[src/rtl/brc_pkg.sv]
package brc_pkg;
  localparam int NCLASS    = 13;
  localparam int C_CALL    = 0;
  localparam int C_RET     = 1;
  localparam int C_SYSCALL = 2;
  localparam int C_SYSRET  = 3;
  localparam int C_SWINT   = 4;
  localparam int C_IRET    = 5;
  localparam int C_COND    = 6;
  localparam int C_JMP     = 7;
  localparam int C_IRQ     = 8;
  localparam int C_INDCALL = 9;
  localparam int C_ABORT   = 10;
  localparam int C_ZCALL   = 11;
  localparam int C_INDJMP  = 12;

  typedef logic [NCLASS-1:0] cls_t;
  typedef logic [1:0]        plm_t;

  localparam plm_t PLM_USER   = 2'b01;
  localparam plm_t PLM_KERNEL = 2'b10;
endpackage

[src/rtl/brc_opcode_dec.sv]
module brc_opcode_dec
  import brc_pkg::*;
#(
  parameter int MAX_BYTES   = 6,
  parameter int DISP_LONG   = 4,
  parameter int DISP_LEGACY = 4,
  parameter int CNT_W       = $clog2(MAX_BYTES + 1)
) (
  input  logic [8*MAX_BYTES-1:0] bytes,
  input  logic [CNT_W-1:0]       nbytes,
  input  logic                   long_mode,
  output cls_t                   cls
);
  logic [7:0] ob [MAX_BYTES];

  for (genvar g = 0; g < MAX_BYTES; g++) begin : g_unpack
    assign ob[g] = bytes[8*g +: 8];
  end

  int   dlen;
  int   navail;
  logic disp_nz;
  logic [2:0] modrm_reg;

  always_comb begin
    dlen      = long_mode ? DISP_LONG : DISP_LEGACY;
    navail    = int'(nbytes);
    modrm_reg = ob[1][5:3];
    disp_nz   = 1'b0;
    for (int i = 1; i < MAX_BYTES; i++) begin
      if (i <= dlen && ob[i] != 8'h00) disp_nz = 1'b1;
    end

    cls = '0;
    if (navail >= 1) begin
      if (ob[0] == 8'h0F) begin
        if (navail >= 2) begin
          case (ob[1]) inside
            8'h05, 8'h34:    cls[C_SYSCALL] = 1'b1;
            8'h07, 8'h35:    cls[C_SYSRET]  = 1'b1;
            [8'h80:8'h8F]:   cls[C_COND]    = 1'b1;
            default:         cls = '0;
          endcase
        end
      end else begin
        case (ob[0]) inside
          [8'h70:8'h7F], [8'hE0:8'hE3]:     cls[C_COND]  = 1'b1;
          8'hC2, 8'hC3, 8'hCA, 8'hCB:       cls[C_RET]   = 1'b1;
          8'hCF:                            cls[C_IRET]  = 1'b1;
          [8'hCC:8'hCE]:                    cls[C_SWINT] = 1'b1;
          [8'hE9:8'hEB]:                    cls[C_JMP]   = 1'b1;
          8'h9A:                            cls[C_CALL]  = 1'b1;
          8'hE8: begin
            if (navail >= 1 + dlen) begin
              if (disp_nz) cls[C_CALL]  = 1'b1;
              else         cls[C_ZCALL] = 1'b1;
            end
          end
          8'hFF: begin
            if (navail >= 2) begin
              case (modrm_reg)
                3'd2, 3'd3: cls[C_INDCALL] = 1'b1;
                3'd4, 3'd5: cls[C_INDJMP]  = 1'b1;
                default:    cls = '0;
              endcase
            end
          end
          default: cls = '0;
        endcase
      end
    end
  end

  always_comb begin
    assert ($onehot0(cls)) else $error("a_r12_dec_onehot");
  end
endmodule

[src/rtl/brc_priv_fix.sv]
module brc_priv_fix
  import brc_pkg::*;
(
  input  cls_t dec_cls,
  input  logic no_bytes,
  input  logic src_kernel,
  input  logic dst_kernel,
  input  logic abort_f,
  input  logic src_zero,
  input  logic dst_zero,
  output cls_t cls,
  output plm_t plm
);
  logic ring_up;

  assign ring_up = !src_kernel && dst_kernel;

  always_comb begin
    cls = '0;
    if (src_zero || dst_zero) begin
      cls = '0;
    end else if (abort_f) begin
      cls[C_ABORT] = 1'b1;
    end else if (no_bytes) begin
      cls = '0;
    end else if (ring_up && !dec_cls[C_SYSCALL] && !dec_cls[C_SWINT]) begin
      cls[C_IRQ] = 1'b1;
    end else begin
      cls = dec_cls;
    end
    plm = (cls == '0) ? plm_t'(2'b00) : (dst_kernel ? PLM_KERNEL : PLM_USER);
  end
endmodule

[src/rtl/brc_classifier.sv]
module brc_classifier
  import brc_pkg::*;
#(
  parameter int MAX_BYTES   = 6,
  parameter int DISP_LONG   = 4,
  parameter int DISP_LEGACY = 4,
  localparam int CNT_W      = $clog2(MAX_BYTES + 1)
) (
  input  logic                      clk,
  input  logic                      rst,
  input  logic                      in_valid,
  input  logic [8*MAX_BYTES-1:0]    in_bytes,
  input  logic [CNT_W-1:0]          in_nbytes,
  input  logic                      in_long_mode,
  input  logic                      in_src_kernel,
  input  logic                      in_dst_kernel,
  input  logic                      in_abort,
  input  logic                      in_src_zero,
  input  logic                      in_dst_zero,
  output logic                      out_valid,
  output logic [NCLASS-1:0]         out_class,
  output logic [1:0]                out_plm
);
  cls_t dec_cls, fix_cls;
  plm_t fix_plm;

  brc_opcode_dec #(
    .MAX_BYTES  (MAX_BYTES),
    .DISP_LONG  (DISP_LONG),
    .DISP_LEGACY(DISP_LEGACY),
    .CNT_W      (CNT_W)
  ) u_dec (
    .bytes    (in_bytes),
    .nbytes   (in_nbytes),
    .long_mode(in_long_mode),
    .cls      (dec_cls)
  );

  brc_priv_fix u_fix (
    .dec_cls   (dec_cls),
    .no_bytes  (in_nbytes == '0),
    .src_kernel(in_src_kernel),
    .dst_kernel(in_dst_kernel),
    .abort_f   (in_abort),
    .src_zero  (in_src_zero),
    .dst_zero  (in_dst_zero),
    .cls       (fix_cls),
    .plm       (fix_plm)
  );

  always_ff @(posedge clk) begin
    if (rst) begin
      out_valid <= 1'b0;
      out_class <= '0;
      out_plm   <= '0;
    end else begin
      out_valid <= in_valid;
      if (in_valid) begin
        out_class <= fix_cls;
        out_plm   <= fix_plm;
      end
    end
  end

  // strobe follows input by one cycle
  a_r1_strobe: assert property (@(posedge clk) disable iff (rst)
    in_valid |=> out_valid);
  a_r1_idle: assert property (@(posedge clk) disable iff (rst)
    !in_valid |=> !out_valid);
  // at most one class bit
  a_r12_onehot: assert property (@(posedge clk) disable iff (rst)
    $onehot0(out_class));
  // tag present exactly when a class is present
  a_r11_plm: assert property (@(posedge clk) disable iff (rst)
    $onehot0(out_plm) && ((out_plm != 2'b00) == (out_class != '0)));
  // zero address wins
  a_r2_zero_addr: assert property (@(posedge clk) disable iff (rst)
    in_valid && (in_src_zero || in_dst_zero) |=> out_class == '0);
  // abort with target tag
  a_r3_abort: assert property (@(posedge clk) disable iff (rst)
    in_valid && in_abort && !in_src_zero && !in_dst_zero && in_dst_kernel
    |=> out_class == cls_t'(1 << C_ABORT) && out_plm == PLM_KERNEL);
  // nothing readable gives none
  a_r4_no_bytes: assert property (@(posedge clk) disable iff (rst)
    in_valid && !in_abort && in_nbytes == '0 |=> out_class == '0);
  // user-to-kernel leaves only as irq, syscall or software interrupt
  a_r10_ring_up: assert property (@(posedge clk) disable iff (rst)
    in_valid && !in_src_zero && !in_dst_zero && !in_abort && in_nbytes != '0
    && !in_src_kernel && in_dst_kernel
    |=> (out_class[C_IRQ] || out_class[C_SYSCALL] || out_class[C_SWINT]));
endmodule

[config.mk]
export PLATFORM = sky130hd
export DESIGN_NAME = brc_classifier
export DESIGN_NICKNAME = d
export VERILOG_FILES = /design/src/rtl/brc_pkg.sv /design/src/rtl/brc_opcode_dec.sv /design/src/rtl/brc_priv_fix.sv /design/src/rtl/brc_classifier.sv
export SDC_FILE = /design/constraint.sdc
export NUM_CORES = 1
export LEC_CHECK = 0
export BUFFER_PORTS_ARGS = -buffer_cell sky130_fd_sc_hd__buf_4
export CAP_MARGIN = 20
export CELL_PAD_IN_SITES_DETAIL_PLACEMENT = 0
export CELL_PAD_IN_SITES_GLOBAL_PLACEMENT = 2
export CORE_ASPECT_RATIO = 1.5
export CORE_MARGIN = 10
export CORE_UTILIZATION = 23
export CTS_CLUSTER_SIZE = 28
export DETAILED_ROUTE_END_ITERATION = 16
export GPL_TIMING_DRIVEN = 0
export PLACE_DENSITY = 0.81
export REMOVE_ABC_BUFFERS = 1
export SETUP_SLACK_MARGIN = 0.05
export SYNTH_ARGS = -nofsm -noshare
export SYNTH_HDL_FRONTEND = slang
export SYNTH_SLANG_ARGS = --single-unit
[constraint.sdc]
create_clock -name clk -period 5.1 [get_ports clk]
set_input_delay 0.765 -clock clk [delete_from_list [all_inputs] [get_ports clk]]
set_output_delay 0.765 -clock clk [all_outputs]
set_load 0.005 [all_outputs]
Yosys cells after proc, flatten, opt, wreduce, memory -nomap -nowiden
Index checks and enable logic that the tools add are counted.
{"block": "classes", "mux": 110, "eq_ne": 17, "reduce_logical": 24, "order_cmp": 13}
{"operator": "$mux W1", "count": 82}
{"operator": "$mux W13", "count": 5}
{"operator": "$eq A8 B8 Y1 const B", "count": 8}
{"operator": "$ge A8 B8 Y1 const B", "count": 4}
{"operator": "$le A8 B8 Y1 const B", "count": 4}
{"operator": "$reduce_bool A8 Y1", "count": 4}
{"operator": "$mux W3", "count": 8}
{"operator": "$mux W2", "count": 11}
{"operator": "$eq A8 B3 Y1 const B", "count": 2}
{"operator": "$eq A8 B6 Y1 const B", "count": 2}
{"operator": "$logic_not A13 Y1", "count": 1}
{"operator": "$mux W10", "count": 1}
{"operator": "$reduce_or A2 Y1", "count": 5}
{"operator": "$eq A8 B4 Y1 const B", "count": 1}
{"operator": "$ge A8 B7 Y1 const B", "count": 1}
{"operator": "$le A8 B7 Y1 const B", "count": 1}
{"operator": "$logic_and A1 B1 Y1", "count": 8}
{"operator": "$mux W8", "count": 1}
{"operator": "$mux W7", "count": 1}
{"operator": "$eq A3 B2 Y1 const B", "count": 2}
{"operator": "$eq A3 B3 Y1 const B", "count": 2}
{"operator": "$mux W4", "count": 1}
{"operator": "$reduce_or A4 Y1", "count": 1}
{"operator": "$ge A3 B1 Y1 const B", "count": 1}
{"operator": "other kinds (5)", "count": 7}
{"block": "totals", "out_inout_bits": 16, "register_bits": 16}

Depth between registers and ports, before layout
Gate-level depths: netlist of the first run.
{"block": "depth", "word_depth": 25, "ltp_mapped": 6}

Modules after synthesis
A second synthesis of the first run with hierarchy kept.
{"block": "unflattened", "hier_cells": 142, "hier_area_um2": 1154.9}
{"mod": "brc_classifier", "instances": 1, "area_each_um2": 574.3, "cells_per_inst": 51, "seq_area_each_um2": 320.3}
{"mod": "brc_opcode_dec", "instances": 1, "area_each_um2": 359.1, "cells_per_inst": 60, "seq_area_each_um2": 0.0}
{"mod": "brc_priv_fix", "instances": 1, "area_each_um2": 221.5, "cells_per_inst": 31, "seq_area_each_um2": 0.0}

Least setup slack after synthesis of the first run
Ideal clock, no wire load.
{"block": "synth_path", "kind": "in2reg", "startpoint": "input port in_bytes[4]", "endpoint": "register out_plm[1]", "stages": 6, "t_required_ns": 5.016, "arrival_time_ns": 2.361, "path_slack_ns": 2.654, "cell_sequence": "or4_4 nor4_4 a2bb2oi_2 a2111oi_4 nor3_2 o31ai_2"}
{"block": "synth_between", "elab_chain_cells": 20}
{"element": "start: declaration", "line_no": "brc_classifier.sv:12", "source": "input logic [8*MAX_BYTES-1:0] in_bytes,"}
{"element": "$eq A8 B8 Y1 (no line)"}
{"element": "$mux W2 (8 in series)", "line_no": "brc_opcode_dec.sv:46", "source": "case (ob[0]) inside"}
{"element": "$mux W13 (*)", "line_no": "brc_opcode_dec.sv:36", "source": "if (ob[0] == 8'h0F) begin"}
{"element": "$mux W13 (*)", "line_no": "brc_opcode_dec.sv:35", "source": "if (navail >= 1) begin"}
{"element": "$logic_not A1 Y1", "line_no": "brc_priv_fix.sv:26", "source": "end else if (ring_up && !dec_cls[C_SYSCALL] && !dec_cls[C_SWINT]) begin"}
{"element": "$logic_and A1 B1 Y1 (2 in series)", "line_no": "brc_priv_fix.sv:26"}
{"element": "$mux W8, or another cell as far along", "line_no": "brc_priv_fix.sv:26"}
{"element": "$mux W13 (*)", "line_no": "brc_priv_fix.sv:24", "source": "end else if (no_bytes) begin"}
{"element": "$mux W10, or another cell as far along", "line_no": "brc_priv_fix.sv:22", "source": "end else if (abort_f) begin"}
{"element": "$mux W13 (*)", "line_no": "brc_priv_fix.sv:20", "source": "if (src_zero || dst_zero) begin"}
{"element": "$logic_not A13 Y1 (*)", "line_no": "brc_priv_fix.sv:31", "source": "plm = (cls == '0) ? plm_t'(2'b00) : (dst_kernel ? PLM_KERNEL : PLM_USER);"}
{"element": "$mux W2 (*)", "line_no": "brc_priv_fix.sv:31"}
{"element": "end signal: assignment", "line_no": "brc_classifier.sv:60", "source": "out_plm <= fix_plm;"}
{"element": "end: declaration", "line_no": "brc_classifier.sv:22", "source": "output logic [1:0] out_plm"}
Every way passes the cells marked *; elsewhere a longest branch is shown, timed or not.
A chain may end at the register's enable or synchronous reset.

Final worst setup path of the first run
{"block": "layout_path", "startpoint": "input port in_bytes[2]", "endpoint": "register out_plm[1]"}
The elaborated chain is that of the path after synthesis.

==> impl_metrics.yaml, run 1 <==
clocking:
  clk_latency_ns: 0.24
  cts_tree: "yes"
  h-tree-depth: 1
  cts_buffer_depth: 2
  post_cts_buffers: 0
  ctsResizeCount: 0
  cts-buffers-inserted: 3
  postCtsHoldBufs: 0
  clockRootBuffer: "clkbuf_8"
  cts_num_sinks: 16
  clkSlewWorstSetupHoldPaths_ns: 0.06
setup_path:
  rr_startpoint: "out_plm[1]"
  path_cells: "buf_4 -> or3b_1 -> nor4_1 -> o41ai_1 -> a2111oi_4 -> nor3_2 -> o31ai_2"
  cp-end-kind: "register"
  r2r_setup_slack_ns: 4.29
  cp_top_family: "simple AND/OR/NAND/NOR gates"
  cp_slowest_cell: "nor4_1"
  crit_required_ns: 5.26
  r2r-end: "out_plm[1]"
  crit_fanout: 5
  path_class: "input port to register"
  r2r_cells: 3
  worstPathBufferInverterCount: 1
  arrival_ns: 2.70
  cp-start-kind: "input port"
  critPathMaxStageDelay_ns: 0.44
sta:
  finalMaxSlewViolations: 0
  timing.hold.ws_ns: 0.451
  max_freq_ghz: 0.394
  final-hold-violation-count: 0
  finalCriticalPeriod_ns: 2.53
  slew_headroom_pct: 60.3
  worstMarginPinSlew_ns: 0.587
  rsz0062_at_grt: "false"
  timing.final.ws_setup_ns: 2.57
  fin_worst_skew_ns: 0
  finalCritPeriodShare_pct: 49.7
  finalSetupViolations: 0
  setup_tns_ns: 0
grt:
  antenna_found_initial: 0
  grt_pass1_vias: 1431
  grt_max_degree: 21
  grt_pass1_wl_microns: 6890
  grtUsageTotal_pct: 9.88
  gr-total-overflow: 0
power:
  leakage_nw: 0.699
  internal_power_w: 0.000216
  pwr-share-seq_pct: 43.9
  power_density_mw_per_mm2: 160
  clockPowerShare_pct: 31.5
  power_w: 0.000288
  switchingPower_w: 0.0000718
  power_frac_comb_pct: 24.6
  irDropWorstVdd_mv: 0.0628
  p_sw_share_pct: 24.9
detailed_routing:
  post-route-drc-count: 0
  final_antenna_net_count: 0
  wl_per_cell_microns: 14.9
  first_pass_iters: 4
  viasPerCell: 4.81
  vias: 1352
  wirelength_microns: 4180
  drt_iter0_drc: 51
cells_and_area:
  multi_input_area_sq_um: 850
  nNetsFinal: 275
  drive_above_1_share_pct: 41.3
  fillers: 556
  antennaDiodeCount: 0
  area_growth_pct: 50.9
  regArea_sq_um: 320
synthesis:
  synth_edf_count: 0
  synth_area_leaders: "dfxtp_1 (27%), nor4_1 (5.2%), a21oi_1 (5.0%), nand2_1 (5.0%), nor2_1 (4.1%)"
  synth_top_area_share_pct: 26.9
  syn_inst: 148
  synth_area_sq_mm: 0.00119
  synthArstFlopShare_pct: 0
  synth_flop_cell: "dfxtp_1"
  synth_largest_area_cell: "dfxtp_1"
  yosysWarningCount: 0
  synth_common_cells: "dfxtp_1 (16), nand2_1 (16), nor2_1 (13), a21oi_1 (12), nor4_1 (10)"
  synthDistinctLibCells: 49
  synth_area_per_cell_sq_um: 8.06
  yosysSeqAreaShare_pct: 26.9
  yosys_register_bits: 16
placement:
  port-buffer-count: 66
  gp_congestion: 0.765
  dp_hpwl_microns: 3670
  pre_cts_ws_ns: 2.25
die:
  start_util_pct: 23.4
  ioPinCount: 76
  die-height_microns: 108
  die_x_microns: 78.8
  rows: 32
  fp.coreArea_sq_mm: 0.00508
  dieArea_sq_mm: 0.00852
hold_path:
  min_path_type: "register to register"
  min_from: "out_class[1]"
  holdPathEnd: "out_class[1]"
  min_path_cells: 2
run:
  cap_violations: 0
run_status:
  status: "completed"
## routing by layer
metal	track usage, %	routed length, microns
met1	10.4	1580
met2	18.8	2370
met3	1.83	176
met4	3.60	53
met5	0	0
## layout make-up
type	instances	share of cell area, %
clock buffers	3	2.29
inverters	2	0.417
multi-input cells	126	47.2
flip-flops and latches	16	17.8
well taps	68	4.73
repair buffers	66	27.5
## cell families (layout without fill, tap and decap cells)
logic type / count (synthesis) / after routing / synth area share [%]
simple gates: 94 / 94 / 48.6
mux: 2 / 2 / 1.68
flops: 16 / 16 / 26.9
buf+inv: 6 / 71 / 1.89
compound gates: 30 / 30 / 21.0
## worst max path at each step
stage,start,to,slack [ns],cells past startpoint
final,in_bytes[2],out_plm[1],2.57,7
after CTS,in_bytes[2],out_plm[1],2.49,7
after floorplan,in_bytes[4],out_plm[1],2.65,6
after global routing,in_bytes[2],out_plm[0],2.37,7
after detailed placement,in_bytes[2],out_plm[1],2.25,7
after global placement,in_bytes[2],out_plm[1],2.21,7
## placed cells by master (no fill, tap or decap), types with 3 or more instances in the layout
cell type  netlist  layout
or4_1            5       5
nor4_1          10      10
nor3b_1          3       3
buf_4            0      66
clkbuf_8         0       3
a31oi_1          3       3
dfxtp_1         16      16
nand3_1          5       5
nor3_1           6       6
a21oi_1         12      12
nand2b_1         4       4
nand2_1         16      16
nor2_1          13      13
nor2b_1          3       3
nand4_1          6       6
## worst register-to-register path, stage by stage, from the launching register on
cell     delay [ns]
dfxtp_1        0.31
nor3b_1        0.13
a31oi_1        0.18
o31ai_2        0.09
## flip-flops by register name, indices dropped and copies added, names as in the netlist
register   cells
out_class     13
out_plm        2
out_valid      1
## power by group through the flow
stage               registers [W]  logic (W)  clock network (W)
CTS                      0.000126  0.0000716          0.0000956
global placement         0.000129  0.0000711                  0
detailed placement       0.000129  0.0000715                  0
floorplan                0.000129  0.0000239                  0
finish                   0.000126  0.0000706          0.0000907
global route             0.000126  0.0000787           0.000103
## per-stage QoR
step	cells	area (sq um)	utilization, %
4_1_cts	281	1800	35.4
5_1_grt	281	1800	35.4
3_5_place_dp	278	1760	34.6
2_1_floorplan	144	1180	-
6_report	281	1800	35.4
3_3_place_gp	278	1760	34.6
Note: power is estimated with default switching activity, not from simulation.
==> inputs of run 2 (changes only) <==
- ABC_AREA: unset -> 1
- CORE_UTILIZATION: 23 -> 17
- PLACE_DENSITY: 0.81 -> 0.71
- clock period: 5.1 -> 2.23 ns (I/O delays scaled with it)
==> impl_metrics.yaml, run 2 <==
setup_path:
  crit_fanout: 6
  cp_common_cell: "nor2_1"
  cp_slowest_cell: "nor2_1"
  crit_required_ns: 2.41
  cp-start-kind: "input port"
  critPathMaxStageDelay_ns: 0.31
  cp-end-kind: "register"
  path_class: "input port to register"
  path_cells: "buf_4 -> nor2_1 -> inv_1 -> nor2_1 -> nand2_1 -> nor2_1 -> nand4_1 -> nor2_1 -> nor2_1 -> nand3_1 -> nand2_1 -> a21oi_1"
  worstPathBufferInverterCount: 2
  cp_top_family: "simple AND/OR/NAND/NOR gates"
  arrival_ns: 1.89
cells_and_area:
  drive_above_1_share_pct: 29.8
  fillers: 812
  multi_input_area_sq_um: 801
  reg.largest.list: "out_class (13), out_plm (2), out_valid (1)"
  final_common_cell: "buf_4"
  top_register: "out_class"
  fin_area_sq_mm: 0.00185
  final_cell_mix: "buf_4 (66), nor2_1 (60), nand2_1 (42)"
  regArea_sq_um: 320
  antennaDiodeCount: 0
  nNetsFinal: 344
  fin_util_pct: 26.6
  area_growth_pct: 50.8
  largest_reg_flops: 13
clocking:
  cts_buffer_depth: 2
  cts_tree: "yes"
  clkSlewWorstSetupHoldPaths_ns: 0.06
  post_cts_buffers: 0
  ctsResizeCount: 0
  cts-buffers-inserted: 3
  clk_latency_ns: 0.24
  postCtsHoldBufs: 0
  h-tree-depth: 1
  clockRootBuffer: "clkbuf_8"
  cts_num_sinks: 16
detailed_routing:
  wl_per_cell_microns: 12.1
  drt_iter0_drc: 65
  post-route-drc-count: 0
  final_antenna_net_count: 0
  viasPerCell: 4.21
  vias: 1514
  first_pass_iters: 4
  wirelength_microns: 4360
grt:
  grt_pass1_wl_microns: 6950
  grt_max_degree: 26
  gr-total-overflow: 0
  grtUsageTotal_pct: 7.85
  grt_pass1_vias: 1538
  antenna_found_initial: 0
power:
  p_sw_share_pct: 25.9
  leakage_nw: 0.904
  internal_power_w: 0.000517
  pwr-share-seq_pct: 43.6
  power_w: 0.000697
  clockPowerShare_pct: 29.5
  power_density_mw_per_mm2: 377
  power_frac_comb_pct: 26.9
  switchingPower_w: 0.000180
  irDropWorstVdd_mv: 0.124
die:
  rows: 37
  start_util_pct: 17.7
  dieArea_sq_mm: 0.0111
  fp.coreArea_sq_mm: 0.00694
  ioPinCount: 76
  die-height_microns: 124
  die_x_microns: 89.3
placement:
  gp_congestion: 0.764
  port-buffer-count: 66
  dp_hpwl_microns: 3930
  placed_cell_area_sq_mm: 0.00181
synthesis:
  synth_compound_area_share_pct: 13.3
  synth_most_common_cell: "nor2_1"
  synth_area_leaders: "dfxtp_1 (26%), nor2_1 (18%), nand2_1 (13%), inv_1 (7.0%), a21oi_1 (6.1%)"
  muxShareOfSynthArea_pct: 0
  yosys_register_bits: 16
  synth_area_per_cell_sq_um: 5.68
  synth_largest_area_cell: "dfxtp_1"
  synth_top_family_by_area: "simple AND/OR/NAND/NOR gates"
  synthAdderAreaFrac_pct: 0
  synthSimpleGateAreaFrac_pct: 52.0
  synth_xor_area_share_pct: 0
  synthArstFlopShare_pct: 0
  synthDistinctLibCells: 20
  syn_inst: 216
  synth_top_area_share_pct: 26.1
  synth_edf_count: 0
  synth_common_cells: "nor2_1 (60), nand2_1 (42), inv_1 (23), dfxtp_1 (16)"
  synth_flop_cell: "dfxtp_1"
  synth_area_sq_mm: 0.00123
  yosysWarningCount: 0
  yosysSeqAreaShare_pct: 26.1
sta:
  fin_worst_skew_ns: 0
  finalCriticalPeriod_ns: 1.71
  worstMarginPinSlew_ns: 0.437
  setup_tns_ns: 0
  max_freq_ghz: 0.584
  slew_headroom_pct: 70.8
  finalSetupViolations: 0
  timing.hold.ws_ns: 0.282
  finalCritPeriodShare_pct: 76.8
  rsz0062_at_grt: "false"
  finalMaxSlewViolations: 0
  final-hold-violation-count: 0
run_status:
  status: "completed"
hold_path:
  min_path_type: "input port to register"
run:
  cap_violations: 0
-- run 2: cell count changes in the layout (fill, tap and decap cells not counted), sizes merged, moves of 4 or more --
cell    delta
nand2b     -4
nand2     +32
nor4      -11
o21ai     +16
inv       +23
nor3b      -4
nor3       -4
nor2      +51
or4        -6
nand3      +9
-- run 2: layout make-up --
class	count	share of cell area, %
Multi-Input combinational cell	172	43.3
Tap cell	78	5.28
Inverter	25	5.07
Timing Repair Buffer	66	26.8
Sequential cell	16	17.3
Clock buffer	3	2.23
-- run 2: power by group through the flow --
stage,Sequential (W),Clock (W),Combinational (W)
6_report,0.000304,0.000206,0.000187
5_1_grt,0.000305,0.000231,0.000213
4_1_cts,0.000304,0.000221,0.000192
3_5_place_dp,0.000310,0,0.000191
3_3_place_gp,0.000310,0,0.000190
2_1_floorplan,0.000311,0,0.0000704
-- run 2: cells by family (layout without fill, tap and decap cells) --
group / after synthesis / count (layout)
DFF: 16 / 16
and+or+nand+nor: 140 / 140
AOI/OAI and AO/OA: 32 / 32
buffers and inverters: 28 / 94
-- run 2: per-layer routing --
metal  vias to the layer above  global-route usage [%]  wire [microns]
li1                        826                       -               -
met1                       639                    7.44            1500
met2                        45                    14.7            2360
met3                         4                    3.14             458
met4                         0                    2.69              43
met5                         -                       0               0
-- run 2: worst register-to-register path: cells and delay by family, from the launching register on --
| family | cells | cell delay (ns) |
|---|---|---|
| DFF | 1 | 0.31 |
| AOI/OAI and AO/OA | 2 | 0.22 |
-- run 2: worst paths after layout --
check	end	cells past startpoint	start	slack, ns
worst max register to register	out_class[6]	2	out_class[6]	1.59
worst max-delay path	out_plm[1]	12	in_dst_zero	0.52
worst min register to register	out_plm[1]	2	out_plm[1]	0.46
worst min-delay path	out_class[4]	2	rst	0.28
-- run 2: per-stage QoR --
stage	setup slack, ns	cells
after floorplan	0.717	213
after global placement	0.225	357
after detailed placement	0.234	357
after CTS	0.484	360
after global routing	0.238	360
final	0.518	360
==> inputs of run 3 (changes only) <==
- ABC_AREA: 1 -> 0
- CORE_UTILIZATION: 17 -> 19
- clock period: 2.23 -> 1.4 ns (I/O delays scaled with it)
==> impl_metrics.yaml, run 3 (synthesis gave the netlist of run 1 again) <==
hold_path:
  min_path_type: "input port to register"
setup_path:
  crit_fanout: 3
  arrival_ns: 2.00
  cp-end-kind: "register"
  crit_required_ns: 1.55
  cp-start-kind: "input port"
  path_class: "input port to register"
grt:
  antenna_found_initial: 0
  grt_pass1_wl_microns: 7610
  grt_max_degree: 21
  grtUsageTotal_pct: 9.20
  grt_pass1_vias: 1585
  gr-total-overflow: 0
sta:
  timing.final.ws_setup_ns: -0.444
  finalMaxSlewViolations: 0
  finalCriticalPeriod_ns: 1.84
  rsz0062_at_grt: "true"
  finalCritPeriodShare_pct: 132
  final-hold-violation-count: 0
  finalSetupViolations: 11
  slew_headroom_pct: 64.4
  max_freq_ghz: 0.542
  fin_worst_skew_ns: 0
  worstMarginPinSlew_ns: 0.533
clocking:
  postCtsHoldBufs: 0
  cts_num_sinks: 16
  clk_latency_ns: 0.24
  cts_tree: "yes"
  cts_buffer_depth: 2
  cts-buffers-inserted: 3
  clkSlewWorstSetupHoldPaths_ns: 0.06
  clockRootBuffer: "clkbuf_8"
  h-tree-depth: 1
detailed_routing:
  wl_per_cell_microns: 16.0
  post-route-drc-count: 0
  viasPerCell: 4.81
  first_pass_iters: 4
  wirelength_microns: 4770
  final_antenna_net_count: 0
  drt_iter0_drc: 60
  vias: 1433
cells_and_area:
  final_cell_mix: "buf_4 (71), nand2_1 (16), dfxtp_1 (16)"
  fin_util_pct: 33.3
  top_register: "out_class"
  largest_reg_flops: 13
  final_common_cell: "buf_4"
  area_growth_pct: 71.2
  reg.largest.list: "out_class (13), out_plm (2), out_valid (1)"
  nNetsFinal: 285
  antennaDiodeCount: 0
  drive_above_1_share_pct: 48.2
run_status:
  violations: "negative setup slack"
  status: "finished with violations"
placement:
  port-buffer-count: 66
  pre_cts_ws_ns: -0.988
  dp_hpwl_microns: 4000
  gp_congestion: 0.806
run:
  cap_violations: 0
die:
  ioPinCount: 76
  fp.coreArea_sq_mm: 0.00613
  rows: 35
  die_x_microns: 84.7
  dieArea_sq_mm: 0.00991
  start_util_pct: 19.4
  die-height_microns: 117
power:
  irDropWorstVdd_mv: 0.313
  power_density_mw_per_mm2: 573
  leakage_nw: 0.789
run 3: cell types whose count changed in the layout (fill, tap and decap cells not counted), sizes merged, moves of 10 or more:
| cell | before | now |
|---|---|---|
| nor2 | 64 | 13 |
| nand2 | 48 | 16 |
| inv | 25 | 2 |
| o21ai | 16 | 0 |
| nor4 | 0 | 11 |
| buf | 66 | 76 |
run 3: stage by stage:
step / total power (W) / hold slack [ns] / area, sq um / instances / TNS, ns
final: 0.00117 / 0.195 / 2040 / 298 / -3.54
after global routing: 0.00123 / 0.203 / 2040 / 298 / -4.45
after CTS: 0.00117 / 0.196 / 2000 / 295 / -3.56
after detailed placement: 0.000734 / 0.451 / 1770 / 284 / -8.67
after global placement: 0.000732 / 0.444 / 1770 / 284 / -8.75
after floorplan: 0.000558 / 0.277 / 1180 / 144 / -3.84
run 3: area by class of cell:
class	count	area [sq um]
inverter	2	7.51
tap	74	92.6
multi-input combinational	126	965
sequential	16	320
timing repair buffer	76	602
clock buffer	4	55.1
fill	692	4090
run 3: repair_timing:
item                       in CTS  in global routing
gates resized for setup        19                  4
pin swaps                      16                  6
buffers inserted                7                  3
setup endpoints to repair      13                 13
run 3: where the power goes:
group | internal, W | switching [W] | total, W
Sequential | 0.000459 | 0.00000138 | 0.000460
Clock | 0.000249 | 0.000152 | 0.000400
Combinational | 0.000168 | 0.000142 | 0.000310
run 3: per-layer routing:
metal / up-vias / routed length (microns) / global-route usage, %
li1: 733 / - / -
met2: 29 / 2830 / 18.9
met1: 665 / 1730 / 8.92
met4: 0 / 52 / 3.19
met3: 6 / 151 / 1.32
met5: - / 0 / 0
run 3: worst paths after layout:
| path | startpoint | end | slack, ns | cells past startpoint |
|---|---|---|---|---|
| hold reg to reg | out_class[4] | out_class[4] | 0.46 | 2 |
| setup / recovery | in_bytes[11] | out_plm[0] | -0.44 | 9 |
| hold / removal | in_dst_kernel | out_plm[0] | 0.19 | 2 |
| setup reg to reg | out_plm[0] | out_plm[0] | 0.57 | 3 |
run 3: critical path: stages:
cell,delay [ns]
buf_6,0.09
or4b_4,0.54
nor4_4,0.21
buf_4,0.17
a2bb2oi_4,0.06
buf_12,0.14
a2111oi_4,0.28
nor3_4,0.10
o41ai_2,0.20
